**config.mk**
```make
export PLATFORM = sky130hd
export DESIGN_NAME = snoop_coh_ctrl
export DESIGN_NICKNAME = d
export VERILOG_FILES = /design/src/rtl/coh_pkg.sv /design/src/rtl/coh_tag_ram.sv /design/src/rtl/coh_shadow.sv /design/src/rtl/coh_fsm.sv /design/src/rtl/snoop_coh_ctrl.sv
export SDC_FILE = /design/constraint.sdc
export NUM_CORES = 1
export LEC_CHECK = 0
export BUFFER_PORTS_ARGS = -buffer_cell sky130_fd_sc_hd__buf_2
export CAP_MARGIN = 20
export CORE_AREA = 2 2 150 93
export DETAILED_ROUTE_END_ITERATION = 10
export DIE_AREA = 0 0 152 95
export PLACE_DENSITY = 0.88
export SKIP_CTS_REPAIR_TIMING = 1
export SYNTH_ARGS = -nofsm -noshare
export SYNTH_HDL_FRONTEND = slang
export SYNTH_HIERARCHICAL = 1
export SYNTH_SLANG_ARGS = --single-unit
```
**constraint.sdc**
```tcl
create_clock -name clk -period 5.5 [get_ports clk]
set_input_delay 0.275 -clock clk [delete_from_list [all_inputs] [get_ports clk]]
set_output_delay 0.275 -clock clk [all_outputs]
set_load 0.01 [all_outputs]
```
**src/rtl/coh_pkg.sv**
```systemverilog
package coh_pkg;
  typedef enum logic [1:0] {
    ST_IDLE   = 2'd0,
    ST_LOOKUP = 2'd1,
    ST_SNOOP  = 2'd2,
    ST_DONE   = 2'd3
  } coh_state_e;
endpackage

```
**src/rtl/coh_tag_ram.sv**
```systemverilog
// Simple dual-port tag store: one write port, one registered read port.
module coh_tag_ram #(
  parameter int DEPTH = 8,
  parameter int W     = 5,
  localparam int AW   = (DEPTH > 1) ? $clog2(DEPTH) : 1
) (
  input  logic          clk,
  input  logic          we,
  input  logic [AW-1:0] waddr,
  input  logic [W-1:0]  wdata,
  input  logic [AW-1:0] raddr,
  output logic [W-1:0]  rdata
);
  logic [W-1:0] mem [DEPTH];

  always_ff @(posedge clk) begin
    if (we) mem[waddr] <= wdata;
    rdata <= mem[raddr];
  end
endmodule

```
**src/rtl/coh_shadow.sv**
```systemverilog
// Shadow copy of the data cache tags: one tag RAM per way, valid bits in flops.
module coh_shadow #(
  parameter int SET_W = 3,
  parameter int TAG_W = 5,
  parameter int WAYS  = 2,
  parameter int WAY_W = 1,
  localparam int SETS = 1 << SET_W
) (
  input  logic             clk,
  input  logic             rst,
  input  logic             alc_en,
  input  logic [SET_W-1:0] alc_set,
  input  logic [TAG_W-1:0] alc_tag,
  input  logic [WAY_W-1:0] alc_way,
  input  logic             ev_en,
  input  logic [SET_W-1:0] ev_set,
  input  logic [WAY_W-1:0] ev_way,
  input  logic             clr_en,
  input  logic [SET_W-1:0] clr_set,
  input  logic [WAY_W-1:0] clr_way,
  input  logic             lk_en,
  input  logic [SET_W-1:0] lk_set,
  input  logic [TAG_W-1:0] lk_tag,
  output logic             hit,
  output logic [WAY_W-1:0] hit_way
);
  logic [WAYS-1:0]  vld [SETS];
  logic [SET_W-1:0] lk_set_q;
  logic [TAG_W-1:0] lk_tag_q;
  logic             byp_q;
  logic [WAY_W-1:0] byp_way_q;
  logic [TAG_W-1:0] byp_tag_q;
  logic [WAYS-1:0]  hit_vec;

  // valid bits: acknowledge clear, then evict, then fill (latest wins)
  always_ff @(posedge clk) begin
    if (rst) begin
      for (int s = 0; s < SETS; s++) vld[s] <= '0;
    end else begin
      if (clr_en) vld[clr_set][clr_way] <= 1'b0;
      if (ev_en)  vld[ev_set][ev_way]   <= 1'b0;
      if (alc_en) vld[alc_set][alc_way] <= 1'b1;
    end
  end

  // lookup context plus bypass for a fill written in the read cycle
  always_ff @(posedge clk) begin
    if (rst) begin
      lk_set_q  <= '0;
      lk_tag_q  <= '0;
      byp_q     <= 1'b0;
      byp_way_q <= '0;
      byp_tag_q <= '0;
    end else begin
      if (lk_en) begin
        lk_set_q <= lk_set;
        lk_tag_q <= lk_tag;
      end
      byp_q     <= lk_en && alc_en && (alc_set == lk_set);
      byp_way_q <= alc_way;
      byp_tag_q <= alc_tag;
    end
  end

  for (genvar w = 0; w < WAYS; w++) begin : g_way
    logic [TAG_W-1:0] rd_tag;
    logic [TAG_W-1:0] eff_tag;

    coh_tag_ram #(.DEPTH(SETS), .W(TAG_W)) u_tags (
      .clk   (clk),
      .we    (alc_en && (alc_way == WAY_W'(w))),
      .waddr (alc_set),
      .wdata (alc_tag),
      .raddr (lk_set),
      .rdata (rd_tag)
    );

    assign eff_tag    = (byp_q && byp_way_q == WAY_W'(w)) ? byp_tag_q : rd_tag;
    assign hit_vec[w] = vld[lk_set_q][w] && (eff_tag == lk_tag_q);
  end

  always_comb begin
    hit_way = '0;
    for (int w = WAYS - 1; w >= 0; w--) begin
      if (hit_vec[w]) hit_way = WAY_W'(w);
    end
  end
  assign hit = |hit_vec;


  one_way_chk: assert property (@(posedge clk) disable iff (rst)
    $onehot0(hit_vec));
endmodule

```
**src/rtl/coh_fsm.sv**
```systemverilog
// Per-request sequencer: lookup, optional snoop with writeback, commit.
module coh_fsm
  import coh_pkg::*;
#(
  parameter int ADDR_W = 10,
  parameter int DATA_W = 16,
  parameter int OFF_W  = 2,
  parameter int SET_W  = 3,
  parameter int WAY_W  = 1,
  localparam int LINE_W = ADDR_W - OFF_W,
  localparam int WORDS  = 1 << OFF_W
) (
  input  logic              clk,
  input  logic              rst,
  input  logic              dma_valid,
  output logic              dma_ready,
  input  logic [ADDR_W-1:0] dma_addr,
  input  logic [DATA_W-1:0] dma_data,
  output logic              lk_en,
  input  logic              hit,
  input  logic [WAY_W-1:0]  hit_way,
  output logic              clr_en,
  output logic [SET_W-1:0]  clr_set,
  output logic [WAY_W-1:0]  clr_way,
  output logic              snp_req,
  output logic [LINE_W-1:0] snp_line,
  output logic [WAY_W-1:0]  snp_way,
  input  logic              snp_ack,
  input  logic              wb_valid,
  input  logic [DATA_W-1:0] wb_data,
  output logic              mem_we,
  output logic [ADDR_W-1:0] mem_addr,
  output logic [DATA_W-1:0] mem_wdata,
  output logic              ic_inv,
  output logic [LINE_W-1:0] ic_inv_line
);
  coh_state_e        state;
  logic [ADDR_W-1:0] addr_q;
  logic [DATA_W-1:0] data_q;
  logic [WAY_W-1:0]  way_q;
  logic [OFF_W:0]    beat_q;
  logic              ack_now;

  assign dma_ready = (state == ST_IDLE);
  assign lk_en     = dma_valid && dma_ready;
  assign ack_now   = (state == ST_SNOOP) && snp_ack && !wb_valid;
  assign clr_en    = ack_now;
  assign clr_set   = addr_q[OFF_W +: SET_W];
  assign clr_way   = way_q;
  assign snp_line  = addr_q[ADDR_W-1:OFF_W];
  assign snp_way   = way_q;

  always_ff @(posedge clk) begin
    if (rst) begin
      state       <= ST_IDLE;
      addr_q      <= '0;
      data_q      <= '0;
      way_q       <= '0;
      beat_q      <= '0;
      snp_req     <= 1'b0;
      mem_we      <= 1'b0;
      mem_addr    <= '0;
      mem_wdata   <= '0;
      ic_inv      <= 1'b0;
      ic_inv_line <= '0;
    end else begin
      mem_we <= 1'b0;
      ic_inv <= 1'b0;
      unique case (state)
        ST_IDLE: begin
          if (dma_valid) begin
            addr_q <= dma_addr;
            data_q <= dma_data;
            state  <= ST_LOOKUP;
          end
        end
        ST_LOOKUP: begin
          if (hit) begin
            snp_req <= 1'b1;
            way_q   <= hit_way;
            beat_q  <= '0;
            state   <= ST_SNOOP;
          end else begin
            mem_we      <= 1'b1;
            mem_addr    <= addr_q;
            mem_wdata   <= data_q;
            ic_inv      <= 1'b1;
            ic_inv_line <= addr_q[ADDR_W-1:OFF_W];
            state       <= ST_DONE;
          end
        end
        ST_SNOOP: begin
          if (wb_valid) begin
            mem_we    <= 1'b1;
            mem_addr  <= {addr_q[ADDR_W-1:OFF_W], beat_q[OFF_W-1:0]};
            mem_wdata <= wb_data;
            beat_q    <= beat_q + 1'b1;
          end else if (snp_ack) begin
            snp_req     <= 1'b0;
            mem_we      <= 1'b1;
            mem_addr    <= addr_q;
            mem_wdata   <= data_q;
            ic_inv      <= 1'b1;
            ic_inv_line <= addr_q[ADDR_W-1:OFF_W];
            state       <= ST_DONE;
          end
        end
        ST_DONE: state <= ST_IDLE;
        default: state <= ST_IDLE;
      endcase
    end
  end


  accept_busy_chk: assert property (@(posedge clk) disable iff (rst)
    dma_valid && dma_ready |=> !dma_ready);


  snoop_blocks_dma_chk: assert property (@(posedge clk) disable iff (rst)
    snp_req |-> !dma_ready);


  snoop_hold_chk: assert property (@(posedge clk) disable iff (rst)
    snp_req && !snp_ack |=> snp_req);


  wb_beats_chk: assert property (@(posedge clk) disable iff (rst)
    ack_now |-> (beat_q == 0 || beat_q == (OFF_W+1)'(WORDS)));


  wb_in_snoop_chk: assert property (@(posedge clk) disable iff (rst)
    wb_valid |-> snp_req);
endmodule

```
**src/rtl/snoop_coh_ctrl.sv**
```systemverilog
module snoop_coh_ctrl #(
  parameter int ADDR_W = 10,
  parameter int DATA_W = 16,
  parameter int WORDS  = 4,
  parameter int SETS   = 8,
  parameter int WAYS   = 2,
  localparam int OFF_W  = $clog2(WORDS),
  localparam int SET_W  = $clog2(SETS),
  localparam int TAG_W  = ADDR_W - OFF_W - SET_W,
  localparam int LINE_W = ADDR_W - OFF_W,
  localparam int WAY_W  = (WAYS > 1) ? $clog2(WAYS) : 1
) (
  input  logic              clk,
  input  logic              rst,
  input  logic              dma_valid,
  output logic              dma_ready,
  input  logic [ADDR_W-1:0] dma_addr,
  input  logic [DATA_W-1:0] dma_data,
  input  logic              alc_valid,
  input  logic [LINE_W-1:0] alc_line,
  input  logic [WAY_W-1:0]  alc_way,
  input  logic              ev_valid,
  input  logic [SET_W-1:0]  ev_set,
  input  logic [WAY_W-1:0]  ev_way,
  output logic              snp_req,
  output logic [LINE_W-1:0] snp_line,
  output logic [WAY_W-1:0]  snp_way,
  input  logic              snp_ack,
  input  logic              wb_valid,
  input  logic [DATA_W-1:0] wb_data,
  output logic              mem_we,
  output logic [ADDR_W-1:0] mem_addr,
  output logic [DATA_W-1:0] mem_wdata,
  output logic              ic_inv,
  output logic [LINE_W-1:0] ic_inv_line
);
  logic             lk_en;
  logic             hit;
  logic [WAY_W-1:0] hit_way;
  logic             clr_en;
  logic [SET_W-1:0] clr_set;
  logic [WAY_W-1:0] clr_way;

  coh_shadow #(
    .SET_W(SET_W), .TAG_W(TAG_W), .WAYS(WAYS), .WAY_W(WAY_W)
  ) u_shadow (
    .clk     (clk),
    .rst     (rst),
    .alc_en  (alc_valid),
    .alc_set (alc_line[SET_W-1:0]),
    .alc_tag (alc_line[LINE_W-1:SET_W]),
    .alc_way (alc_way),
    .ev_en   (ev_valid),
    .ev_set  (ev_set),
    .ev_way  (ev_way),
    .clr_en  (clr_en),
    .clr_set (clr_set),
    .clr_way (clr_way),
    .lk_en   (lk_en),
    .lk_set  (dma_addr[OFF_W +: SET_W]),
    .lk_tag  (dma_addr[ADDR_W-1:OFF_W+SET_W]),
    .hit     (hit),
    .hit_way (hit_way)
  );

  coh_fsm #(
    .ADDR_W(ADDR_W), .DATA_W(DATA_W), .OFF_W(OFF_W), .SET_W(SET_W), .WAY_W(WAY_W)
  ) u_fsm (
    .clk         (clk),
    .rst         (rst),
    .dma_valid   (dma_valid),
    .dma_ready   (dma_ready),
    .dma_addr    (dma_addr),
    .dma_data    (dma_data),
    .lk_en       (lk_en),
    .hit         (hit),
    .hit_way     (hit_way),
    .clr_en      (clr_en),
    .clr_set     (clr_set),
    .clr_way     (clr_way),
    .snp_req     (snp_req),
    .snp_line    (snp_line),
    .snp_way     (snp_way),
    .snp_ack     (snp_ack),
    .wb_valid    (wb_valid),
    .wb_data     (wb_data),
    .mem_we      (mem_we),
    .mem_addr    (mem_addr),
    .mem_wdata   (mem_wdata),
    .ic_inv      (ic_inv),
    .ic_inv_line (ic_inv_line)
  );
endmodule

```
## Word-level counts from Yosys, hierarchy flattened

Memory sizes are Yosys's and may differ from the RTL's. A register that Yosys moved wholly into a read port is not among the register bits.
Cells that the tools add are included.

| operators by class | value |
|---|---|
| muxes and demuxes | 66 |
| eq/ne operators | 13 |
| reductions and logical operators | 28 |
| magnitude comparators | 6 |
| add/sub/neg operators | 1 |
| bitwise operators | 2 |

Operator list:

| cell | count |
|---|---|
| $mux 16 | 3 |
| $pmux 16 s2 | 1 |
| $mux 10 | 3 |
| $mux 1 | 25 |
| $mux 2 | 12 |
| $mux 8 | 3 |
| $mux 3 | 7 |
| $pmux 10 s2 | 1 |
| $pmux 8 s2 | 1 |
| $logic_and 1x1->1 | 14 |
| $ne 2x2->1 const B | 6 |
| $eq 5x5->1 | 2 |
| $mux 5 | 2 |
| $reduce_and 3->1 | 3 |
| $pmux 2 s4 | 1 |
| $reduce_and 4->1 | 2 |
| $reduce_or 2->1 | 4 |
| $lt 1x2->1 const B | 3 |
| $pmux 1 s2 | 3 |
| $pmux 3 s2 | 1 |
| $eq 2x2->1 const B | 2 |
| $reduce_and 2->1 | 2 |
| $add 3x1->3 const B | 1 |
| $demux 1 s1 | 3 |
| 8 further kinds | 11 |

| word-level totals | value |
|---|---|
| register bits after elaboration | 84 |
| bits in writable memories | 96 |
| memories | 3 |
| output and inout bits | 47 |

Memories:

| name | words | width | rd ports | clocked after Yosys merged registers in | wr ports | line | source |
|---|---|---|---|---|---|---|---|
| u_shadow.g_way[0].u_tags.mem | 8 | 5 | 1 | 1 | 1 | coh_tag_ram.sv:14 | `logic [W-1:0] mem [DEPTH];` |
| u_shadow.g_way[1].u_tags.mem | 8 | 5 | 1 | 1 | 1 | coh_tag_ram.sv:14 |  |
| u_shadow.vld | 8 | 2 | 1 | 1 | 8 | coh_shadow.sv:27 | `logic [WAYS-1:0] vld [SETS];` |

## Logic depth before layout (Yosys ltp)

| depth | value |
|---|---|
| word-level depth | 8 |
| depth in mapped cells | 12 |
| depth with buffers taken out | 9 |

## By module

Netlist, hierarchy kept.

By module, submodules not included:

| module | seq. area each (µm²) | instances | cells an instance | area an instance (µm²) |
|---|---|---|---|---|
| coh_tag_ram | 1,301.2 | 2 | 75 | 1,694.1 |
| coh_fsm | 1,361.3 | 1 | 335 | 2,806.4 |
| coh_shadow | 680.7 | 1 | 193 | 1,775.5 |

## Worst setup path before layout

OpenSTA, ideal clock, no wires.

| path | value |
|---|---|
| path type | flip-flop to flip-flop |
| start point | reg u_shadow.lk_tag_q[0] |
| end point | reg u_fsm.mem_addr[9] |
| path slack | 2.950 ns |
| data required time | 5.372 ns |
| clock period less this slack | 2.550 ns |
| cell stages (with the launch flop) | 13 |
| path buffers | 3 |
| data arrival time | 2.422 ns |
| path through | dfxtp_1 > buf_6 > or2_0 > a2111oi_2 > nor2_1 > or4_4 > o41ai_1 > nand2_1 > o311a_1 > buf_2 > buf_2 > mux2i_1 > nor2_1 |

| between the ends | value |
|---|---|
| longest elaborated chain between the ends | 5 |
| elaborated cells between the ends (all ways) | 7 |

RTL lines:

| item | line | source |
|---|---|---|
| from (decl) | coh_shadow.sv:29 | `logic [TAG_W-1:0] lk_tag_q;` |
| from (signal assigned) | coh_shadow.sv:57 | `lk_tag_q <= lk_tag;` |
| $eq 5x5->1 | coh_shadow.sv:79 | `assign hit_vec[w] = vld[lk_set_q][w] && (eff_tag == lk_tag_q);` |
| $logic_and 1x1->1 | coh_shadow.sv:79 |  |
| $reduce_or 2->1 * | coh_shadow.sv:88 | `assign hit = \|hit_vec;` |
| net hit | snoop_coh_ctrl.sv:38 | `logic hit;` |
| $ne 2x2->1 (no line) * | -- |  |
| $reduce_and 3->1 (no line) * | -- |  |
| to (signal assigned) | coh_fsm.sv:85 | `mem_addr <= addr_q;` |
| to (signal assigned) | coh_fsm.sv:95 | `mem_addr <= {addr_q[ADDR_W-1:OFF_W], beat_q[OFF_W-1:0]};` |
| to (signal assigned) | coh_fsm.sv:101 | `mem_addr <= addr_q;` |
| to (decl) | coh_fsm.sv:32 | `output logic [ADDR_W-1:0] mem_addr,` |

Mark *: on every way through the listed nets, which the timed path passes. The rest lies on a longest branch.
A chain may end at the register's enable or synchronous reset.

==> out/qor.yml <==
setup_path:
  critPathArrivalTime_ps: 3400
  endpoint_kind: "flop"
  path_max_fanout: 44
  cp-start-kind: "flop"
  critical_path_class: "reg -> reg"
  critical_path_required_ps: 5820
cells_and_area:
  antenna_cells: 0
  drive_gt1_frac: 0.208
  syn_to_final_growth_pct: 14.2
  final_cells: 953
  num-nets-final: 832
  final_area_sq_um: 9100
clocking:
  cts_sinks: 192
  clock_latency_ps: 440
  tritoncts: "built"
  clkTransAtPathRegs_ps: 80
  htree_levels: 4
  clock-root-buffer: "clkbuf_16"
  clockBufferDepth: 2
  cts_buffers: 17
synth:
  syn_area_sq_um: 7970
  synth_nets: 745
  synth_cell_types: 45
  synth-xor-area-share: 0.0165
  async_flop_share: 0
  synth_common_cells: "dfxtp_1 (112), nand2_1 (92), edfxtp_1 (80), nor2_1 (74), mux2i_1 (37)"
  ys.flop_type: "dfxtp_1"
  synth-seq-cells: 192
  synth_fa_ha_area_frac: 0.00785
  ys_seq_area_frac: 0.583
  synthTopCellsByArea: "edfxtp_1 (30%), dfxtp_1 (28%), mux4_1 (6.6%)"
  synthCells: 678
  synth_compound_area_frac: 0.0878
  yosysMostFrequentCell: "dfxtp_1"
  synth_top_family_by_area: "simple AND/OR/NAND/NOR gates"
  synth_edf_count: 80
  synthMuxAreaShare: 0.132
  synth_simple_gate_area_share: 0.133
  synth_top_area_share: 0.301
  synth_top_area_cell: "edfxtp_1"
  avgSynthCellArea_sq_um: 11.8
  yosys_warnings: 6
floorplan:
  core_area_sq_um: 13300
  rows: 33
  die_w_microns: 152
  die_h_microns: 95
  dieArea_sq_um: 14400
  pin_count: 109
  start_util: 0.601
grt:
  grt_max_degree: 97
  grt_remaining_overflow: 0
  grt_pass1_vias: 5596
  grt_usage: 0.271
  grt_first_pass_wirelength_microns: 29900
  antenna_found_initial: 0
sta:
  rsz0062_at_grt: "false"
  final.setup.tns_ps: 0
  setup_viol: 0
  drv_slew: 0
  hold_ws_ps: 63.5
  max_freq_mhz: 325
  worst_pin_slew_ps: 1030
  fin_skew_ps: 16.4
  hold_viol: 0
  post-route-period-util: 0.559
  max_slew_margin: 0.309
  min_period_ps: 3080
power:
  vdd_drop_max_mv: 0.276
  pwr_density_cell_nw_per_um2: 437
  p_leak_nw: 3.38
route:
  viasPerCell: 6.16
  drt-total-wl_microns: 19500
  dr.pass1.iters: 5
  antenna_left: 0
  wl_per_cell_microns: 20.5
  drc: 0
  drt_iter0_markers: 649
  num_vias: 5873
run_status:
  status: "finished clean"
hold_path:
  hp-class: "in -> reg"
placement:
  place_area_sq_um: 8530
  place_inst: 921
  dp_hpwl_microns: 13100
  port_buffers: 108
  gp_congestion: 0.926
run:
  drv_cap: 0
## stage by stage
stage	power, W	setup WS [ps]	util
2_1_floorplan	0.00248	2950	-
4_1_cts	0.00396	2460	0.687
3_3_place_gp	0.00268	2750	0.641
6_report	0.00398	2420	0.687
3_5_place_dp	0.00278	2520	0.644
5_1_grt	0.00413	2230	0.687
## cell usage in the layout (no fill, tap or decap), types with 5 or more instances in the layout
cell type / synthesis / final
a21oi_1: 32 / 32
ha_1: 5 / 5
o32ai_1: 10 / 10
o311ai_0: 6 / 6
nand3_1: 20 / 20
nor2_1: 74 / 74
mux2i_1: 37 / 37
nand2_1: 92 / 92
mux4_1: 20 / 20
o22ai_1: 16 / 16
nor2b_1: 10 / 10
xor2_1: 6 / 6
clkbuf_16: 0 / 17
a311oi_1: 20 / 20
nand2b_1: 19 / 19
nor3_1: 7 / 7
mux2_2: 10 / 10
clkinv_4: 0 / 5
edfxtp_1: 80 / 80
inv_1: 15 / 15
xnor2_1: 9 / 9
dfxtp_1: 112 / 112
buf_2: 5 / 108
## state kept, by name (all words and copies together), names as in the netlist, named ones only
register                     flops
u_fsm/mem_wdata                 16
u_shadow/byp_tag_q               5
u_shadow/byp_way_q               1
u_fsm/beat_q                     2
u_shadow/g_way.u_tags/mem       80
u_fsm/addr_q                    10
u_fsm/state                      2
u_shadow/lk_set_q                3
u_shadow/g_way.u_tags/rdata     10
u_fsm/data_q                    16
u_fsm/snp_req                    1
u_shadow/byp_q                   1
u_fsm/ic_inv                     1
u_fsm/mem_addr                  10
u_fsm/clr_way                    1
u_fsm/mem_we                     1
u_fsm/ic_inv_line                8
u_shadow/vld                    16
u_shadow/lk_tag_q                5
## cell families after synthesis
group | after synthesis
DFF | 192
AOI/OAI and AO/OA | 97
and+or+nand+nor | 239
xor gates and xnor gates | 15
adders and majority gates | 5
buffers and inverters | 61
muxes | 69
## routing by layer
| metal | track usage | wire [microns] |
|---|---|---|
| met3 | 0.0721 | 1840 |
| met5 | 0 | 0 |
| met4 | 0.106 | 444 |
| met2 | 0.420 | 8950 |
| met1 | 0.370 | 8310 |
## worst max-delay path: stages, from the launching register on
cell and delay (ps):
dfxtp_1 590, mux2i_1 160, mux4_2 500, o41ai_1 720, nand2_1 170, o311a_1 170
buf_4 280, a311oi_1 340
## final timing paths
| check | from | cells after the start | slack (ps) | endpoint |
|---|---|---|---|---|
| hold / removal | dma_data[14] | 3 | 60 | u_fsm/data_q[14] |
| setup / recovery | flop | 7 | 2420 | u_fsm/mem_wdata[2] |
| setup reg to reg | flop | 7 | 2420 | u_fsm/mem_wdata[2] |
| hold reg to reg | u_fsm/data_q[1] | 2 | 460 | u_fsm/data_q[1] |
## report_power, final
group | switching (W) | leakage [nW] | total, W | internal, W
Sequential | 0.000120 | 1.64 | 0.00175 | 0.00163
Clock | 0.000593 | 0.275 | 0.00119 | 0.000602
Combinational | 0.000635 | 1.47 | 0.00103 | 0.000395
## cell type report
cell class	instances	area, sq um
flip-flops and latches	192	4640
fillers	894	4150
inverters	16	60.1
clock inverters	14	141
clock buffers	18	429
well taps	175	219
repair buffers	113	598
multi-input cells	425	3010
No activity file was read; power rests on OpenSTA's default activity.
